==> src/rtl/lsc_pkg.sv <==
package lsc_pkg;

  localparam int KEY_W = 4;

  // Status bit positions on the read port
  localparam int STAT_CMP = 0;
  localparam int STAT_ST  = 1;
  localparam int STAT_ARM = 2;

  typedef enum logic [KEY_W-1:0] {
    MODE_LOCK   = 4'h0,
    MODE_SELF   = 4'h6,
    MODE_FORCE  = 4'h9,
    MODE_SFORCE = 4'hF
  } lsc_mode_e;

  function automatic logic key_valid(input logic [KEY_W-1:0] k);
    return (k == MODE_LOCK) || (k == MODE_SELF) ||
           (k == MODE_FORCE) || (k == MODE_SFORCE);
  endfunction

  function automatic logic is_forcing(input lsc_mode_e m);
    return (m == MODE_FORCE) || (m == MODE_SFORCE);
  endfunction

endpackage

==> src/rtl/lsc_holdoff.sv <==
module lsc_holdoff #(
  parameter int HOLDOFF = 6
) (
  input  logic clk,
  input  logic rst_n,
  output logic armed_o
);

  localparam int CNT_W = (HOLDOFF < 1) ? 1 : $clog2(HOLDOFF + 1);
  localparam logic [CNT_W-1:0] CNT_END = CNT_W'(HOLDOFF);

  logic [CNT_W-1:0] cnt_q;
  logic [CNT_W-1:0] cnt_d;
  logic             cnt_en;

  always_comb begin
    cnt_en = (cnt_q != CNT_END);
    cnt_d  = cnt_q + 1'b1;
  end

  always_ff @(posedge clk or negedge rst_n) begin
    if (!rst_n) begin
      cnt_q <= '0;
    end else if (cnt_en) begin
      cnt_q <= cnt_d;
    end
  end

  assign armed_o = ~cnt_en;

endmodule

==> src/rtl/lsc_mode_ctrl.sv <==
module lsc_mode_ctrl
  import lsc_pkg::*;
(
  input  logic             clk,
  input  logic             rst_n,
  input  logic             key_we,
  input  logic [KEY_W-1:0] key_data,
  input  logic             armed,
  output lsc_mode_e        mode_o
);

  lsc_mode_e mode_q;
  lsc_mode_e mode_d;
  logic      mode_en;

  always_comb begin
    mode_d  = mode_q;
    mode_en = 1'b0;
    if (key_we && key_valid(key_data)) begin
      mode_d  = lsc_mode_e'(key_data);
      mode_en = 1'b1;
    end else if (is_forcing(mode_q) && armed) begin
      // the single forced comparison happens this edge
      mode_d  = MODE_LOCK;
      mode_en = 1'b1;
    end
  end

  always_ff @(posedge clk or negedge rst_n) begin
    if (!rst_n) begin
      mode_q <= MODE_LOCK;
    end else if (mode_en) begin
      mode_q <= mode_d;
    end
  end

  assign mode_o = mode_q;

endmodule

==> src/rtl/lsc_compare.sv <==
module lsc_compare
  import lsc_pkg::*;
#(
  parameter int BUS_W  = 32,
  parameter int LANE_W = 8
) (
  input  lsc_mode_e        mode,
  input  logic [BUS_W-1:0] master_bus,
  input  logic [BUS_W-1:0] checker_bus,
  input  logic [BUS_W-1:0] pat_a,
  input  logic [BUS_W-1:0] pat_b,
  output logic             diff_o
);

  localparam int LANES = BUS_W / LANE_W;

  logic [BUS_W-1:0] op_a;
  logic [BUS_W-1:0] op_b;
  logic [LANES-1:0] lane_diff;

  // Operand steering: the forcing modes feed a known pair through the
  // same XOR tree, so the real tree is what gets exercised.
  always_comb begin
    op_a = master_bus;
    op_b = checker_bus;
    unique case (mode)
      MODE_LOCK:   begin op_a = master_bus; op_b = checker_bus;  end
      MODE_SELF:   begin op_a = pat_a;      op_b = pat_b;        end
      MODE_FORCE:  begin op_a = master_bus; op_b = ~master_bus;  end
      MODE_SFORCE: begin op_a = master_bus; op_b = master_bus;   end
      default:     begin op_a = master_bus; op_b = checker_bus;  end
    endcase
  end

  for (genvar g = 0; g < LANES; g++) begin : g_lane
    assign lane_diff[g] = |(op_a[g*LANE_W +: LANE_W] ^ op_b[g*LANE_W +: LANE_W]);
  end

  assign diff_o = |lane_diff;

endmodule

==> src/rtl/lsc_report.sv <==
module lsc_report
  import lsc_pkg::*;
(
  input  logic       clk,
  input  logic       rst_n,
  input  logic       armed,
  input  lsc_mode_e  mode,
  input  logic       diff,
  input  logic       pat_valid,
  input  logic       pat_expect_diff,
  input  logic       clr_we,
  input  logic [1:0] clr_bits,
  output logic       cmp_pulse_o,
  output logic       st_pulse_o,
  output logic       cmp_flag_o,
  output logic       st_flag_o
);

  logic cmp_hit;
  logic st_hit;
  logic cmp_pulse_q;
  logic st_pulse_q;
  logic cmp_flag_q;
  logic cmp_flag_d;
  logic st_flag_q;
  logic st_flag_d;

  always_comb begin
    cmp_hit = 1'b0;
    st_hit  = 1'b0;
    if (armed) begin
      unique case (mode)
        MODE_LOCK: begin
          cmp_hit = diff;
          st_hit  = diff;   // second path for the same fault
        end
        MODE_SELF: begin
          st_hit = pat_valid && (diff != pat_expect_diff);
        end
        MODE_FORCE: begin
          cmp_hit = diff;
        end
        MODE_SFORCE: begin
          st_hit = (diff != 1'b1);
        end
        default: begin
          cmp_hit = 1'b0;
          st_hit  = 1'b0;
        end
      endcase
    end
    cmp_flag_d = cmp_hit | (cmp_flag_q & ~(clr_we & clr_bits[0]));
    st_flag_d  = st_hit  | (st_flag_q  & ~(clr_we & clr_bits[1]));
  end

  always_ff @(posedge clk or negedge rst_n) begin
    if (!rst_n) begin
      cmp_pulse_q <= 1'b0;
      st_pulse_q  <= 1'b0;
      cmp_flag_q  <= 1'b0;
      st_flag_q   <= 1'b0;
    end else begin
      cmp_pulse_q <= cmp_hit;
      st_pulse_q  <= st_hit;
      cmp_flag_q  <= cmp_flag_d;
      st_flag_q   <= st_flag_d;
    end
  end

  assign cmp_pulse_o = cmp_pulse_q;
  assign st_pulse_o  = st_pulse_q;
  assign cmp_flag_o  = cmp_flag_q;
  assign st_flag_o   = st_flag_q;

endmodule

==> src/rtl/lockstep_cmp.sv <==
module lockstep_cmp
  import lsc_pkg::*;
#(
  parameter int BUS_W   = 32,
  parameter int LANE_W  = 8,
  parameter int HOLDOFF = 6
) (
  input  logic             clk,
  input  logic             rst_n,
  input  logic [BUS_W-1:0] master_bus,
  input  logic [BUS_W-1:0] checker_bus,
  input  logic [BUS_W-1:0] pat_a,
  input  logic [BUS_W-1:0] pat_b,
  input  logic             pat_valid,
  input  logic             pat_expect_diff,
  input  logic             wr_en,
  input  logic             wr_sel,
  input  logic [3:0]       wr_data,
  input  logic             rd_sel,
  output logic [3:0]       rd_data,
  output logic             cmp_err_o,
  output logic             st_err_o
);

  logic      armed;
  lsc_mode_e mode;
  logic      diff;
  logic      cmp_flag;
  logic      st_flag;
  logic      key_we;
  logic      clr_we;

  assign key_we = wr_en & ~wr_sel;
  assign clr_we = wr_en &  wr_sel;

  lsc_holdoff #(.HOLDOFF(HOLDOFF)) u_holdoff (
    .clk     (clk),
    .rst_n   (rst_n),
    .armed_o (armed)
  );

  lsc_mode_ctrl u_mode (
    .clk      (clk),
    .rst_n    (rst_n),
    .key_we   (key_we),
    .key_data (wr_data),
    .armed    (armed),
    .mode_o   (mode)
  );

  lsc_compare #(.BUS_W(BUS_W), .LANE_W(LANE_W)) u_compare (
    .mode        (mode),
    .master_bus  (master_bus),
    .checker_bus (checker_bus),
    .pat_a       (pat_a),
    .pat_b       (pat_b),
    .diff_o      (diff)
  );

  lsc_report u_report (
    .clk             (clk),
    .rst_n           (rst_n),
    .armed           (armed),
    .mode            (mode),
    .diff            (diff),
    .pat_valid       (pat_valid),
    .pat_expect_diff (pat_expect_diff),
    .clr_we          (clr_we),
    .clr_bits        (wr_data[1:0]),
    .cmp_pulse_o     (cmp_err_o),
    .st_pulse_o      (st_err_o),
    .cmp_flag_o      (cmp_flag),
    .st_flag_o       (st_flag)
  );

  always_comb begin
    rd_data = 4'h0;
    if (rd_sel) begin
      rd_data[STAT_CMP] = cmp_flag;
      rd_data[STAT_ST]  = st_flag;
      rd_data[STAT_ARM] = armed;
    end else begin
      rd_data = mode;
    end
  end

endmodule

==> config.mk <==
export PLATFORM = sky130hd
export DESIGN_NAME = lockstep_cmp
export DESIGN_NICKNAME = d
export VERILOG_FILES = /design/src/rtl/lsc_pkg.sv /design/src/rtl/lsc_holdoff.sv /design/src/rtl/lsc_mode_ctrl.sv /design/src/rtl/lsc_compare.sv /design/src/rtl/lsc_report.sv /design/src/rtl/lockstep_cmp.sv
export SDC_FILE = /design/constraint.sdc
export NUM_CORES = 1
export LEC_CHECK = 0
export BUFFER_PORTS_ARGS = -buffer_cell sky130_fd_sc_hd__clkbuf_2
export CORE_UTILIZATION = 35
export CTS_BUF_LIST = sky130_fd_sc_hd__clkbuf_8
export CTS_CLUSTER_DIAMETER = 30
export CTS_CLUSTER_SIZE = 30
export DETAILED_ROUTE_END_ITERATION = 16
export HOLD_SLACK_MARGIN = 0.02
export MAX_ROUTING_LAYER = met4
export PLACE_DENSITY = 0.66
export SETUP_SLACK_MARGIN = 0.15
export SLEW_MARGIN = 30
export SYNTH_ARGS = -nofsm -noshare
export SYNTH_HDL_FRONTEND = slang
export SYNTH_HIERARCHICAL = 1
export SYNTH_SLANG_ARGS = --single-unit
==> constraint.sdc <==
create_clock -name clk -period 9.4 [get_ports clk]
set_input_delay 0.47 -clock clk [delete_from_list [all_inputs] [get_ports clk]]
set_output_delay 0.47 -clock clk [all_outputs]
set_load 0.01 [all_outputs]
==> results.md <==
- Vias post-DR: 3578
- Register-to-register setup slack: between 5 and 6 ns
- XOR/XNOR Fraction of Synth Area: between 2 and 2.5%
- Layout fillers: roughly 790
- Initial core utilization: between 30% and 40%
- Post-synthesis cell count: approximately 380
- CP Class: flop to flop
- Mux cell area share after synthesis: between 10% and 20%
- Post-Syn Nets: slightly above 500
- Setup Buffers After CTS: 0
- Status: completed
- Number of port buffers: between 100 and 150
- Worst path arrival time: ~4.2 ns
- Req. time, crit path: ~9.5 ns
- F_max: 0.245 GHz
- Ys async rst share: between 90% and 100%
- Height of the die: slightly above 90 um
- Global Route Usage Sum: about 22%
- Adder-cell area share of the yosys netlist: less than 1%
- Mapped cell area: ~2800 sq um
- Global-route wire length before repair: between 10000 and 15000 um
- Distinct cells, synth: 44
- Clk sink count: 11
- R2r startpoint: u_mode/mode_o[2]
- Max Cap Violations: 0
- Largest family of logic cells by synthesized area: simple AND/OR/NAND/NOR gates
- CTS tree: done
- Max-slew headroom: roughly 38%
- Routed Antenna Nets: 0
- Vias in the first global route: around 3100
- Crit-path max FO: 73
- CP Capture Type: flop
- Initial antenna violation count: 0
- Largest net degree at the start of global routing: 74
- Largest stage delay, worst path: roughly 0.86 ns
- DR iter-0 viols: between 150 and 200
- Cell area power density: between 150 and 200 nW/um^2
- Wire per inst: 15.5 um
- Area grow syn2layout: 28.8%
- Ys flop type: dfrtp_1
- Post-layout util: between 40 and 50%
- Die Width: 90.7 um
- Avg Inst Size Synth: between 7 and 8 sq um
- RSZ-0062 raised after global routing: false
- Vias per inst: roughly 6
- Slew Viols, Final: 0
- # IOs: roughly 150
- Core Area: between 7000 and 8000 sq um
- Pwr Total: roughly 0.66 mW
- Hold Path Class: primary input to async pin
- Delay-heaviest family, CP: simple AND/OR/NAND/NOR gates
- # rows: 31
- YS warnings: 6
- First drt pass iteration count: 5
- GR Overflow Total: 0
- Worst-path clk slew: ~0.050 ns
- Hold-fix buffers, CTS: 0
- Minimum clock period: 4.08 ns
- Leakage power: around 1.6 nW
- Clock latency on the worst-skew pair: approximately 0.24 ns
- Number of cells on the worst reg-to-reg path: 10
- Part of the cycle the worst path needs: between 40% and 50%
- Crit start category: flop
- RD Place Congestion: about 0.86
- H-tree Lvls: 1
- Slew @ Worst Pin: approximately 0.93 ns
- Total CTS buffers: 3
- Clock skew: between 0.002 and 0.0025 ns
- Critical path buffers and inverters: 1
- Post-Synth Simple-Gate Area: around 38%
- Placed cell areas: around 3500 sq um
- Ant diodes: 0
- Final instance area: ~3500 sq um
- Seq/Total Area, Yosys: between 10% and 20%
- Critical-path top delay cell: dfrtp_4
- Number of remaining DRC errors: 0
- R2r endpoint: u_report/cmp_flag_o
- Post-synth EDFFs: 0
- Root buf cell: clkbuf_8
- Clk buf depth: 2
- Post-DP HPWL: between 7000 and 8000 um
- Seq cells post-synth: 11
- DIE AREA: about 8200 sq um
- Endpoints failing setup: 0
- Final WL: 9230 um
- Final hold violation count: 0
- Synth Area in Compound Gates: a little over a quarter
- Count of cells resized by post-cts repair: 0
- Ordered cell list for the critical path: nand4bb_4 -> buf_12 -> mux2_2 -> and4_1 -> nor4b_1 -> nand4_1 -> or4_1 -> nor3b_2 -> and3_1 -> a21o_1
- Setup tns final: 0 ns
- Layout cells sized above 1: between 30% and 40%
- Maximum vdd drop: around 0.21 mV
- NumNets Final: 637
flip-flops by register name (all words and copies together) (netlist names):
name / count
u_holdoff/cnt_q: 3
u_mode/mode_o: 4
u_report/cmp_flag_o: 1
u_report/cmp_pulse_o: 1
u_report/st_flag_o: 1
u_report/st_pulse_o: 1
layout by cell type, fill, tap and decap left out, types with 2 or more instances in the layout:
cell and count:
inv_1 3, nor4_1 7, and3_1 26, mux2i_1 9, a21o_1 2, o21ai_0 27, xnor2_1 4, or3_1 7
dfrtp_4 2, o21ai_1 4, mux2_1 5, ha_1 2, nor2_1 2, nand2_1 31, clkbuf_2 144, o31a_1 4
nand3_1 10, o31ai_1 4, dfrtp_1 9, o211a_1 7, and2_1 9, nand4_1 18, clkbuf_8 3, a21oi_1 8
o211ai_1 30, nor4b_1 16, and4_1 12, nor2b_1 3, mux2_2 24, a31oi_1 25, nor3_1 25
cells in the mapped netlist, drive strengths merged (8+ instances only):
cell type | number | area share [%]
nand2 | 31 | 4.2
o21ai | 31 | 5.6
o211ai | 30 | 8.2
mux2 | 29 | 12
and3 | 26 | 5.9
a31oi | 25 | 5.7
nor3 | 25 | 4.5
buf | 19 | 4.2
nand4 | 18 | 4.1
nor4b | 16 | 5.1
clkbuf | 14 | 1.9
and4 | 12 | 3.8
dfrtp | 11 | 10
and2 | 10 | 2.4
nand3 | 10 | 1.8
mux2i | 9 | 3.3
a21oi | 8 | 1.5
metrics by stage:
step	cells	worst slack (ns)	hold slack (ns)
CTS	594	4.96	0.109
global placement	589	4.78	0.358
global route	594	5.08	0.117
detailed placement	590	4.96	0.360
floorplan	378	6.44	0.174
finish	594	5.32	0.103
worst max path at each step:
stage | startpoint | end | slack (ns) | cells past startpoint
2_1_floorplan | u_mode/mode_o[3] | u_report/cmp_flag_o | 6.44 | 12
3_3_place_gp | u_mode/mode_o[2] | u_report/cmp_flag_o | 4.78 | 9
3_5_place_dp | u_mode/mode_o[2] | u_report/cmp_flag_o | 4.96 | 10
4_1_cts | u_mode/mode_o[2] | u_report/cmp_flag_o | 4.96 | 10
5_1_grt | u_mode/mode_o[2] | u_report/cmp_flag_o | 5.08 | 10
6_report | u_mode/mode_o[2] | u_report/cmp_flag_o | 5.32 | 10
layer usage:
metal / part of all wire [%] / GRT usage [%] / vias up
met5: 0 / - / -
met4: 1.7 / 5.38 / 0
met3: 6.7 / 2.19 / 12
met2: 46 / 35.3 / 147
met1: 46 / 29.6 / 1659
li1: - / - / 1760
cell type report:
type / count / area (sq um) / share of cell area (%)
inverter: 2 / 7.51 / 0.212
clock buffer: 3 / 41.3 / 1.16
sequential: 11 / 283 / 7.98
multi-input combinational: 332 / 2340 / 65.9
timing repair buffer: 146 / 748 / 21.1
clock inverter: 1 / 3.75 / 0.106
tap: 99 / 124 / 3.49
logic make-up (layout without fill, tap and decap cells):
| logic type | after synthesis | after routing |
|---|---|---|
| fa+ha+maj | 2 | 2 |
| mux | 38 | 38 |
| compound gates | 112 | 112 |
| xor+xnor | 6 | 6 |
| flops | 11 | 11 |
| simple gates | 174 | 174 |
| buf+inv | 35 | 152 |
report_power, final:
group,internal (mW),leakage [nW],total [mW],switching (mW)
combinational,0.202,1.48,0.445,0.243
sequential,0.0656,0.127,0.169,0.103
clock,0.0286,0.0269,0.0458,0.0172
No activity file was read; power rests on OpenSTA's default activity.
